File: src/rtl/cfa_pkg.sv
package cfa_pkg;
  typedef enum logic [1:0] {
    REG_PASS = 2'd0,
    REG_HIGH = 2'd1,
    REG_LOW  = 2'd2
  } fold_region_e;
endpackage

File: src/rtl/cfa_region.sv
module cfa_region
  import cfa_pkg::*;
#(
  parameter int ACC_W = 8,
  parameter int SLOPE = 2
) (
  input  logic signed [ACC_W-1:0] acc_i,
  output fold_region_e            region_o
);
  localparam int HALF   = 1 << (ACC_W - 1);
  localparam int THRESH = (SLOPE * HALF) / (SLOPE + 1); // rounded toward zero
  localparam logic signed [ACC_W:0] T_POS = (ACC_W+1)'(THRESH);
  localparam logic signed [ACC_W:0] T_NEG = -T_POS;

  logic signed [ACC_W:0] acc_x;
  assign acc_x = (ACC_W+1)'(acc_i);

  always_comb begin
    if (acc_x > T_POS)      region_o = REG_HIGH;
    else if (acc_x < T_NEG) region_o = REG_LOW;
    else                    region_o = REG_PASS;
  end
endmodule

File: src/rtl/cfa_fold.sv
module cfa_fold
  import cfa_pkg::*;
#(
  parameter int ACC_W = 8,
  parameter int SLOPE = 2,
  parameter int OUT_W = ACC_W + 1
) (
  input  logic signed [ACC_W-1:0] acc_i,
  input  fold_region_e            region_i,
  output logic signed [OUT_W-1:0] fold_o
);
  localparam int SHIFT = $clog2(SLOPE);
  localparam int INT_W = ACC_W + SHIFT + 2;
  localparam logic signed [INT_W-1:0] SPAN = INT_W'(SLOPE) << (ACC_W - 1);

  logic signed [INT_W-1:0] acc_x, scaled, high_v, low_v, sel;
  assign acc_x = INT_W'(acc_i);

  generate
    if ((1 << SHIFT) == SLOPE) begin : g_shift
      assign scaled = acc_x <<< SHIFT;
    end else begin : g_mult
      assign scaled = acc_x * INT_W'(SLOPE);
    end
  endgenerate

  assign high_v = SPAN - scaled;
  assign low_v  = -SPAN - scaled;

  always_comb begin
    case (region_i)
      REG_HIGH: sel = high_v;
      REG_LOW:  sel = low_v;
      default:  sel = acc_x;
    endcase
  end

  assign fold_o = OUT_W'(sel);
endmodule

File: src/rtl/cfa_out_reg.sv
module cfa_out_reg #(
  parameter int OUT_W = 9
) (
  input  logic                    clk_i,
  input  logic                    rst_ni,
  input  logic                    valid_i,
  input  logic signed [OUT_W-1:0] data_i,
  output logic                    valid_o,
  output logic signed [OUT_W-1:0] data_o
);
  always_ff @(posedge clk_i or negedge rst_ni) begin
    if (!rst_ni) begin
      valid_o <= 1'b0;
      data_o  <= '0;
    end else begin
      valid_o <= valid_i;
      if (valid_i) data_o <= data_i;
    end
  end
endmodule

File: src/rtl/cyc_fold_act.sv
module cyc_fold_act
  import cfa_pkg::*;
#(
  parameter int ACC_W = 8,
  parameter int SLOPE = 2
) (
  input  logic                   clk_i,
  input  logic                   rst_ni,
  input  logic                   valid_i,
  input  logic signed [ACC_W-1:0] acc_i,
  output logic                   valid_o,
  output logic signed [ACC_W:0]  act_o
);
  localparam int OUT_W = ACC_W + 1;

  fold_region_e            region;
  logic signed [OUT_W-1:0] fold_val;

  cfa_region #(.ACC_W(ACC_W), .SLOPE(SLOPE)) i_region (
    .acc_i   (acc_i),
    .region_o(region)
  );

  cfa_fold #(.ACC_W(ACC_W), .SLOPE(SLOPE), .OUT_W(OUT_W)) i_fold (
    .acc_i   (acc_i),
    .region_i(region),
    .fold_o  (fold_val)
  );

  cfa_out_reg #(.OUT_W(OUT_W)) i_out (
    .clk_i  (clk_i),
    .rst_ni (rst_ni),
    .valid_i(valid_i),
    .data_i (fold_val),
    .valid_o(valid_o),
    .data_o (act_o)
  );
endmodule

File: config.mk
export PLATFORM = sky130hd
export DESIGN_NAME = cyc_fold_act
export DESIGN_NICKNAME = d
export VERILOG_FILES = /design/src/rtl/cfa_pkg.sv /design/src/rtl/cfa_region.sv /design/src/rtl/cfa_fold.sv /design/src/rtl/cfa_out_reg.sv /design/src/rtl/cyc_fold_act.sv
export SDC_FILE = /design/constraint.sdc
export NUM_CORES = 1
export LEC_CHECK = 0
export BUFFER_PORTS_ARGS = -buffer_cell sky130_fd_sc_hd__clkbuf_2
export CAP_MARGIN = 20
export CORE_UTILIZATION = 52
export DETAILED_ROUTE_END_ITERATION = 16
export GPL_TIMING_DRIVEN = 0
export PLACE_DENSITY = 0.81
export SYNTH_ARGS = -nofsm -noshare
export SYNTH_HDL_FRONTEND = slang
export SYNTH_SLANG_ARGS = --single-unit
File: constraint.sdc
create_clock -name clk_i -period 1.9 [get_ports clk_i]
set_input_delay 0.285 -clock clk_i [delete_from_list [all_inputs] [get_ports clk_i]]
set_output_delay 0.285 -clock clk_i [all_outputs]
set_load 0.05 [all_outputs]
==> results.md, run 1 <==
* Storage cell area at 250.2 µm²
* RSZ-0062 raised after global routing: false
* Iter 0 DRT Violations at 19
* Routed length on met2 at 769 µm
* Detailed-route via count at 640
* FMAX at 658.8 MHz
* Post-Syn Nets at 90
* Distinct cells, synth at 29
* Post-CTS setup buffer count at 0
* Worst vdd ir at 0.4350 mV
* Critical Path RT at 2090 ps
* Post-Route M1 WL at 701 µm
* Mux cell area share after synthesis at 0
* DRC viols at 0
* Syn Inst Count at 75
* Initial antenna violation count at 0
* Num CTS Buffers at 3
* Post-synthesis xor/xnor area fraction at 0.02583
* Commonest cells after routing, fill and taps aside: 16 x clkbuf_2, 10 x dfrtp_1, 8 x nand2_1
* Ports at 21
* Synth Area in Adders at 0.07380
* Die H at 38.11 µm
* Port buffer count at 16
* Post-route insts no fill at 109
* Smallest setup slack after layout at 382.1 ps
* Lkg Pwr at 0.3511 nW
* Setup_tns at 0 ps
* Endpoints failing hold at 0
* CP arrival at 1710 ps
* Yosys reg bits at 10
* First-pass GRT wire length at 2511 µm
* Final GP Congestion at 0.8694
* Pwr Density at 760.4 nW/µm²
* Final core utilization at 0.6991
* Met3 routed WL at 55 µm
* Clock Tree Buf Depth at 2
* Fillers at 95
* Area Growth Syn to Fin at 19.19%
* Share of cells above drive strength 1 at 0.2737
* H-tree Lvls at 1
* Seq/Total Area, Yosys at 0.3690
* Final #Nets at 112
* Crit-path slowest cell: nor3b_1
* Final HPWL DP at 1149 µm
* Worst Path Buf+Inv at 2
* Via/cell ratio at 5.872
* Most common cell after layout, fill and taps aside: clkbuf_2
* Simple-Gate Fraction of Synth Area at 0.1771
* Slew headroom at 0.5600
* Critical Path Sink Type: flop
* Main combinational cell family by area after synthesis: compound AO/OA/AOI/OAI gates
* Root buf cell: clkbuf_4
* Tmin final at 1518 ps
* GRT Util Overall at 0.2497
* Antenna viol nets, final at 0
* Pre-antenna DRT Iters at 4
* Initial Util at 0.5866
* Core area at 1156 µm²
* Final setup violation count at 0
* Setup WS pre-CTS at 111.6 ps
* Overflow after GRT at 0
* Worst hold path class: in -> reg
* CTS tree: done
* Top sig layer: met4
* Max Transition Viols Final at 0
* Max cap viols at 0
* Final Skew at 0 ps
* Mean Syn Cell Area at 9.042 µm²
* Largest net degree at the start of global routing at 11
* Placed cells at 105
* Period utilization at 0.7989
* Mapped cell area at 678.2 µm²
* Status: finished clean
* Worst Tran Pin Value at 653.1 ps
* CP Cell Sequence: clkbuf_2 > inv_1 > ha_1 > nor3b_1 > o311a_2 > o211ai_1 > a21oi_1
* Area of the multi-input gates at 377.9 µm²
* FP Rows at 12
* Routed len/inst at 14.26 µm
* DRT Wirelength at 1554 µm
* Crit path kind: in -> reg
* Clk slew on worst S/H paths at 70 ps
* Slowest stage delay, CP at 390 ps
* Compound-Gate Fraction of Synth Area at 0.2804
* Highest net fanout along the worst path at 7
* Ant diodes at 0
* TritonCTS Sinks at 10
* Vias in the first global route at 598
* Die area at 1452 µm²
* Critical Path Source Type: input pin
* Die extent in x at 38.11 µm
* Worst-Skew Late Latency at 270 ps
* Largest delay share family, worst path: compound AO/OA/AOI/OAI gates
* Yosys Warn Count at 0
-- synthesized netlist by cell type --
cell | instances | area [µm²]
dfrtp_1 | 10 | 250.2
o21a_1 | 1 | 7.510
o21ai_0 | 5 | 25.02
o311a_2 | 1 | 11.26
nor3_1 | 1 | 5.000
xnor2_1 | 2 | 17.52
ha_1 | 4 | 50.05
nand4_1 | 2 | 12.51
o41ai_1 | 1 | 8.760
o311ai_0 | 1 | 8.760
clkinv_1 | 1 | 3.750
clkbuf_1 | 2 | 7.510
nor2b_1 | 1 | 6.260
o2bb2ai_1 | 1 | 8.760
nor2_1 | 5 | 18.77
o31ai_1 | 2 | 15.01
or4_4 | 1 | 11.26
buf_2 | 1 | 5.000
o21ba_2 | 1 | 10.01
inv_1 | 3 | 11.26
or3_1 | 1 | 6.260
a31oi_1 | 3 | 18.77
or4_1 | 2 | 15.01
nor3b_1 | 2 | 15.01
a21oi_1 | 6 | 30.03
nand2_1 | 8 | 30.03
o211ai_1 | 4 | 30.03
o311ai_2 | 1 | 16.27
buf_6 | 2 | 22.52
-- cell families after synthesis --
logic type      after synthesis
fa+ha+maj                     4
xor+xnor                      2
simple gates                 23
compound gates               27
buf+inv                       9
flops                        10
-- flip-flops by register name, summed over array words and instances, names as in the netlist --
name	count
i_out.data_o	9
i_out.valid_o	1
-- worst reg2reg max path: stages, from the launching register on --
cell      delay (ps)
dfrtp_1          390
nand2_1           70
o211ai_1          90
-- final timing paths --
check	slack [ps]	from	depth (start not counted)	to
min in group asynchronous	400	rst_ni	2	i_out.data_o[5]
worst min register to register	470	i_out.data_o[7]	2	i_out.data_o[7]
worst min-delay path	160	valid_i	1	i_out.valid_o
worst max-delay path	380	acc_i[0]	7	i_out.data_o[4]
worst max register to register	1230	i_out.data_o[5]	2	i_out.data_o[5]
max in group asynchronous	1290	rst_ni	2	i_out.data_o[2]
-- metal layers --
metal,GRT usage,up-vias
met5,0,-
met4,0.1071,0
met2,0.4364,15
met3,0.03488,5
li1,-,321
met1,0.3004,299
-- stage by stage --
stage	hold slack, ps	power, mW	instance area, µm²
2_1_floorplan	-10.59	0.4103	678.2
3_3_place_gp	159.5	0.4621	775.7
3_5_place_dp	168.0	0.4672	775.7
4_1_cts	154.1	0.6167	808.3
5_1_grt	153.6	0.6449	808.3
6_report	156.4	0.6146	808.3
-- report_power, final --
| group | switching [mW] | internal, mW | total, mW |
|---|---|---|---|
| Combinational | 0.157 | 0.0586 | 0.215 |
| Clock | 0.0764 | 0.0734 | 0.150 |
| Sequential | 0.0128 | 0.237 | 0.249 |
| Total | 0.246 | 0.369 | 0.615 |
-- what timing repair did --
item                       CTS  global route
setup endpoints to repair    0             0
hold buffers                 1             0
hold endpoints to repair    10             0
resized for setup            0             0
-- layout make-up --
class,count,share of cell area
Buffer,5,0.04334
Clock buffer,3,0.02786
Multi-Input combinational cell,56,0.4675
Sequential cell,10,0.3096
Timing Repair Buffer,17,0.1115
Inverter,4,0.01858
Tap cell,14,0.02167
Note: power is estimated with default switching activity, not from simulation.
==> run 2, diff against run 1 <==
CORE_UTILIZATION = 44   (was 52)
PLACE_DENSITY = 0.73   (was 0.81)
clock period = 1.3 ns   (was 1.9 ns; I/O delays follow)
==> run 2 against run 1 <==
  * The flow now finishes with violations (negative setup slack)
  * Worst hold slack worse by 110 ps
  * Cell count is 1.8% higher
  * Wire length shrank 0.71%
  * Combinational power up 49%
  * Sequential cell count did not move
  * Global-route usage shrank 2.0 points
  * First-iteration DRC count fell by 53%
  * Core utilization shrank 8.1 points
  * Largest cell class unchanged
  * Non-clock buffer count is the same
  * Sequential share of layout area fell by 1.3 points
  * Critical path depth shrank 2
==> results.md, run 2 (synthesized netlist as in run 1, its figures left out) <==
* RSZ-0062 raised after global routing: true
* H-tree Lvls at 1 (unchanged)
* Worst vdd ir at 0.5248 mV (+21%)
* Slew headroom at 0.6886 (+0.1286)
* Root buf cell: clkbuf_4
* Post-route insts no fill at 111 (+1.8%)
* Initial Util at 0.4963 (-0.09024)
* Critical Path RT at 1470 ps (-620 ps)
* Worst-Skew Late Latency at 280 ps (about the same)
* Critical Path Sink Type: flop
* Post-route cell area at 844.6 µm² (+4.5%)
* Top flop regs: i_out.data_o: 9 flops, i_out.valid_o: 1 flops
* Die extent in x at 41.26 µm (+8.3%)
* Tmin final at 1300 ps
* TritonCTS Sinks at 10 (unchanged)
* Clk slew on worst S/H paths at 80 ps (about the same)
* Die area at 1702 µm² (+17%)
* Lkg Pwr at 0.3694 nW (+5.2%)
* Worst Tran Pin Value at 466.4 ps (-186.7 ps)
* First-pass GRT wire length at 2408 µm (-4.1%)
* Busiest grt layer: met2
* Worst Path Buf+Inv at 1 (-1)
* Num CTS Buffers at 3 (unchanged)
* Met2 GRT Util at 0.3711 (-0.06535)
* CP arrival at 1470 ps (-240 ps)
* Violated checks: negative setup slack
* Pre-antenna DRT Iters at 4 (unchanged)
* Detailed-route via count at 643 (+0.47%)
* Clock Tree Buf Depth at 2 (unchanged)
* Routed len/inst at 13.90 µm (-2.5%)
* Ant diodes at 0 (unchanged)
* Most common cell after layout, fill and taps aside: clkbuf_2
* Vias in the first global route at 544 (-9.0%)
* Die H at 41.26 µm (+8.3%)
* Ports at 21 (unchanged)
* Pwr Density at 1163 nW/µm² (+53%)
* Share of cells above drive strength 1 at 0.3125 (+0.03882)
* Port buffer count at 16 (unchanged)
* Final Skew at 0 ps (unchanged)
* Final HPWL DP at 1118 µm (-2.7%)
* Largest net degree at the start of global routing at 11 (unchanged)
* Biggest register: i_out.data_o
* CTS tree: done
* Post-CTS setup buffer count at 0 (unchanged)
* Status: finished with violations
* Initial antenna violation count at 0 (unchanged)
* M3 GR Usage at 0.06522 (+0.03033)
* Final core utilization at 0.6181 (-0.08100)
* Max reg flops at 9 (unchanged)
* Slowest stage delay, CP at 520 ps (+130 ps)
* Area post-placement at 793.3 µm² (+2.3%)
* Setup WS pre-CTS at -400.3 ps (-511.8 ps)
* Iter 0 DRT Violations at 9 (-10)
* CP Cell Sequence: buf_6 > or4_4 > or4_1 > a21oi_1 > o2bb2ai_1
* Max Transition Viols Final at 0 (unchanged)
* Largest delay share family, worst path: simple AND/OR/NAND/NOR gates
* Worst hold path class: in -> reg
* Setup_tns at -0.2728 ps (-0.2728 ps)
* R2R cell count at 2 (unchanged)
* Endpoints failing hold at 0 (unchanged)
* FP Rows at 13 (+1)
* DRT Wirelength at 1543 µm (-0.71%)
* Core area at 1366 µm² (+18%)
* Overflow after GRT at 0 (unchanged)
* Smallest setup slack after layout at -0.2728 ps (-382.4 ps)
* Placed cells at 106 (+0.95%)
* DRC viols at 0 (unchanged)
* Final GP Congestion at 0.7756 (-11%)
* GRT Util Overall at 0.2293 (-0.02039)
* Period utilization at 1.000
* Hold depth at 1 (unchanged)
* Critical Path Source Type: input pin
* Antenna viol nets, final at 0 (unchanged)
* FMAX at 769.1 MHz
* Via/cell ratio at 5.793 (-1.3%)
* Area Growth Syn to Fin at 24.54%
* Max cap viols at 0 (unchanged)
* WHS at 50.69 ps (-105.7 ps)
* Crit path kind: in -> reg
* Final #Nets at 112 (unchanged)
* Final setup violation count at 1 (+1)
* Crit path depth at 5 (-2)
* Total power at 982.4 µW (+60%)
* Commonest cells after routing, fill and taps aside: 16 x clkbuf_2, 10 x dfrtp_1, 8 x nand2_1
* Highest net fanout along the worst path at 9 (+2)
* Crit-path slowest cell: or4_4
* Routing usage on met1 at 0.2712 (-0.02912)
* Fillers at 138 (+45%)
-- run 2: cell types whose count changed in the layout (fill, tap and decap cells not counted) --
cell	previous run	this run
buf_2	1	0
buf_4	0	1
clkbuf_1	2	1
clkbuf_8	0	2
nor3b_1	2	1
nor3b_2	0	1
o21ai_0	5	4
o21ai_1	0	1
or4_1	2	1
or4_4	1	2
-- run 2: worst reg2reg max path: stages, from the launching register on --
cell	delay (ps)
dfrtp_1	370
nand2_1	60
o211ai_1	100
-- run 2: layer usage --
layer	vias to the layer above	routed length, µm
met5	-	0
met4	0	45
met3	5	76
li1	323	-
met2	18	696
met1	297	724
-- run 2: repair_timing --
action                     CTS  global route
cloned                       0             0
gates resized for setup      1             1
setup endpoints to repair    7             8
hold buffers                 1             0
hold endpoints to repair    10             0
-- run 2: final timing paths --
path                              endpoint  slack [ps]             from
hold reg to reg            i_out.data_o[7]         480  i_out.data_o[7]
setup / recovery           i_out.data_o[8]        -0.3         acc_i[5]
hold / removal               i_out.valid_o          50          valid_i
min in group asynchronous  i_out.data_o[8]         310           rst_ni
max in group asynchronous  i_out.data_o[2]         780           rst_ni
setup reg to reg           i_out.data_o[3]         640  i_out.data_o[3]
-- run 2: cell type report --
class,count,area [µm²],area share
multi-input combinational,56,386.6,0.4578
clock buffer,4,36.28,0.04296
sequential,10,250.2,0.2963
timing repair buffer,17,90.09,0.1067
tap,15,18.77,0.02222
inverter,4,15.01,0.01778
buffer,5,47.55,0.05630
-- run 2: power by group --
part	total (mW)	switching, mW	internal (mW)
registers	0.362	0.0166	0.345
clock network	0.299	0.129	0.171
logic	0.321	0.230	0.0913
==> run 3, diff against run 2 <==
HOLD_SLACK_MARGIN = 0.06   (was not set)
==> run 3 against run 2 <==
  * The flow still finishes with violations (negative setup slack)
  * Core utilization grew 0.73 points
  * Largest cell class unchanged
  * Combinational power is essentially flat
  * Highest routed layer unchanged
  * Sequential cell count is the same
  * Clock skew is the same
  * Clock power is essentially flat
  * Non-clock buffer count grew 1
  * Sequential power is essentially flat
  * Count of clock-buffer cells in the layout is the same
  * Critical endpoint unchanged
  * Cell count grew 0.90%
==> results.md, run 3 (synthesized netlist as in run 1, its figures left out) <==
* Vias in the first global route at 544 (unchanged)
* Fillers at 137 (-0.72%)
* Worst hold path class: in -> reg
* Commonest cells after routing, fill and taps aside: 16 x clkbuf_2, 10 x dfrtp_1, 8 x nand2_1
* Post-route cell area at 854.6 µm² (+1.2%)
* Final #Nets at 113 (+0.89%)
* Worst-Skew Late Latency at 280 ps (about the same)
* Sw power at 375.6 µW (about the same)
* Worst setup path end: i_out.data_o[8]
* Root buf cell: clkbuf_4
* Share of cells above drive strength 1 at 0.3093 (-0.003222)
* Slowest stage delay, CP at 520 ps (about the same)
* Biggest register: i_out.data_o
* Setup_tns at -0.2728 ps (unchanged)
* Worst vdd ir at 0.5248 mV (about the same)
* Top sig layer: met4
* Routed length on met2 at 697 µm (+0.14%)
* CP arrival at 1470 ps (about the same)
* Largest net degree at the start of global routing at 11 (unchanged)
* CTS tree: done
* CP Cell Sequence: buf_6 > or4_4 > or4_1 > a21oi_1 > o2bb2ai_1
* TritonCTS Sinks at 10 (unchanged)
* Clock share of power at 0.304 (about the same)
* RSZ-0062 raised after global routing: true
* Worst Path Buf+Inv at 1 (unchanged)
* Worst Tran Pin Value at 466.4 ps (unchanged)
* Crit-path slowest cell: or4_4
* R2R cell count at 2 (unchanged)
* Final HPWL DP at 1118 µm (unchanged)
* FP Rows at 13 (unchanged)
* GRT Util Overall at 0.2293 (unchanged)
* Core area at 1366 µm² (unchanged)
* Max Transition Viols Final at 0 (unchanged)
* Die H at 41.26 µm (unchanged)
* H-tree Lvls at 1 (unchanged)
* Routed len/inst at 13.82 µm (-0.57%)
* Max cap viols at 0 (unchanged)
* FMAX at 769.1 MHz (unchanged)
* Combinational share of power at 0.328 (about the same)
* Critical Path Source Type: input pin
* Internal power at 609.2 µW (+0.32%)
* Smallest setup slack after layout at -0.2728 ps (unchanged)
* Met3 routed WL at 76 µm (unchanged)
* Endpoints failing hold at 0 (unchanged)
* Critical Path RT at 1470 ps (about the same)
* Final Skew at 0 ps (unchanged)
* Final setup violation count at 1 (unchanged)
* Crit path kind: in -> reg
* Initial antenna violation count at 0 (unchanged)
* Area post-placement at 793.3 µm² (unchanged)
* DRT Wirelength at 1548 µm (+0.32%)
* Overflow after GRT at 0 (unchanged)
* Largest delay share family, worst path: simple AND/OR/NAND/NOR gates
* Seq pwr share at 0.368 (about the same)
* Total power at 984.8 µW (+0.24%)
* Worst Setup SP: acc_i[5]
* Area Growth Syn to Fin at 26.01%
* Clk slew on worst S/H paths at 80 ps (about the same)
* Pwr Density at 1152 nW/µm² (-0.94%)
* Num CTS Buffers at 3 (unchanged)
* DRC viols at 0 (unchanged)
* Worst reg-to-reg setup slack at 640 ps (about the same)
* Max reg flops at 9 (unchanged)
* Antenna viol nets, final at 0 (unchanged)
* Die extent in x at 41.26 µm (unchanged)
* Die area at 1702 µm² (unchanged)
* Slew headroom at 0.6886 (unchanged)
* Violated checks: negative setup slack
* Critical Path Sink Type: flop
* Top flop regs: i_out.data_o: 9 flops, i_out.valid_o: 1 flops
* Highest net fanout along the worst path at 9 (unchanged)
* Via/cell ratio at 5.777 (-0.28%)
* Lkg Pwr at 0.3735 nW (+1.1%)
* R2R Path End: i_out.data_o[3]
* R2R Path Start: i_out.data_o[3]
* Post-Route M1 WL at 728 µm (+0.55%)
* Ports at 21 (unchanged)
* Tmin final at 1300 ps (unchanged)
* Crit path depth at 5 (unchanged)
* Ant diodes at 0 (unchanged)
* First-pass GRT wire length at 2408 µm (unchanged)
* Most common cell after layout, fill and taps aside: clkbuf_2
* Detailed-route via count at 647 (+0.62%)
* Clock Tree Buf Depth at 2 (unchanged)
* Initial Util at 0.4963 (unchanged)
* Iter 0 DRT Violations at 9 (unchanged)
* Port buffer count at 16 (unchanged)
* Switching share of power at 0.3814 (-0.0005205)
* Status: finished with violations
* Period utilization at 1.000 (unchanged)
* Final GP Congestion at 0.7756 (unchanged)
* Pre-antenna DRT Iters at 4 (unchanged)
* Post-CTS setup buffer count at 0 (unchanged)
-- run 3: cell count changes in the layout (fill, tap and decap cells not counted) --
| cell | before | now |
|---|---|---|
| dlygate4sd3_1 | 1 | 2 |
-- run 3: how the worst min path moves through the flow --
stage	from	end	cells past startpoint
after global placement	rst_ni	i_out.data_o[6]	1
final	acc_i[7]	i_out.data_o[8]	3
after global routing	acc_i[7]	i_out.data_o[8]	3
after CTS	acc_i[7]	i_out.data_o[8]	3
after floorplan	rst_ni	i_out.data_o[0]	0
after detailed placement	rst_ni	i_out.data_o[8]	1
-- run 3: stage by stage --
| step | instances | setup slack, ps | hold WS, ps | util |
|---|---|---|---|---|
| after detailed placement | 106 | -400.3 | 84.96 | 0.5806 |
| after CTS | 112 | 13.98 | 164.7 | 0.6255 |
| after global routing | 112 | -48.28 | 172.8 | 0.6255 |
| after floorplan | 75 | -221.7 | -100.6 | - |
| final | 112 | -0.2728 | 170.2 | 0.6255 |
| after global placement | 106 | -350.7 | 71.72 | 0.5806 |
-- run 3: per-layer routing --
metal  vias up  GRT usage
li1        325          -
met3         5    0.06522
met2        18     0.3711
met4         0     0.1210
met1       299     0.2712
met5         -          0
-- run 3: power groups by stage --
stage	clock network, mW	logic (mW)	registers [mW]
2_1_floorplan	0	0.112	0.493
3_3_place_gp	0	0.314	0.368
3_5_place_dp	0	0.318	0.369
4_1_cts	0.303	0.325	0.363
5_1_grt	0.320	0.350	0.368
6_report	0.299	0.323	0.362
-- run 3: layout make-up --
type / count / area (µm²) / share of cell area
Buffer: 5 / 47.55 / 0.05564
Inverter: 4 / 15.01 / 0.01757
Multi-Input combinational cell: 56 / 386.6 / 0.4524
Sequential cell: 10 / 250.2 / 0.2928
Timing Repair Buffer: 18 / 100.1 / 0.1171
Tap cell: 15 / 18.77 / 0.02196
Clock buffer: 4 / 36.28 / 0.04246
-- run 3: repair_timing --
item	4_1_cts	5_1_grt
endpoints found under the setup margin	7	8
pin swaps	0	0
cloned	0	0
hold endpoints to repair	11	0
resized for setup	1	1
hold buffers	2	0
-- run 3: tightest hold or removal path, stage by stage --
cell       delay (ps)
clkbuf_2          110
nand2_1            60
o2bb2ai_1          60
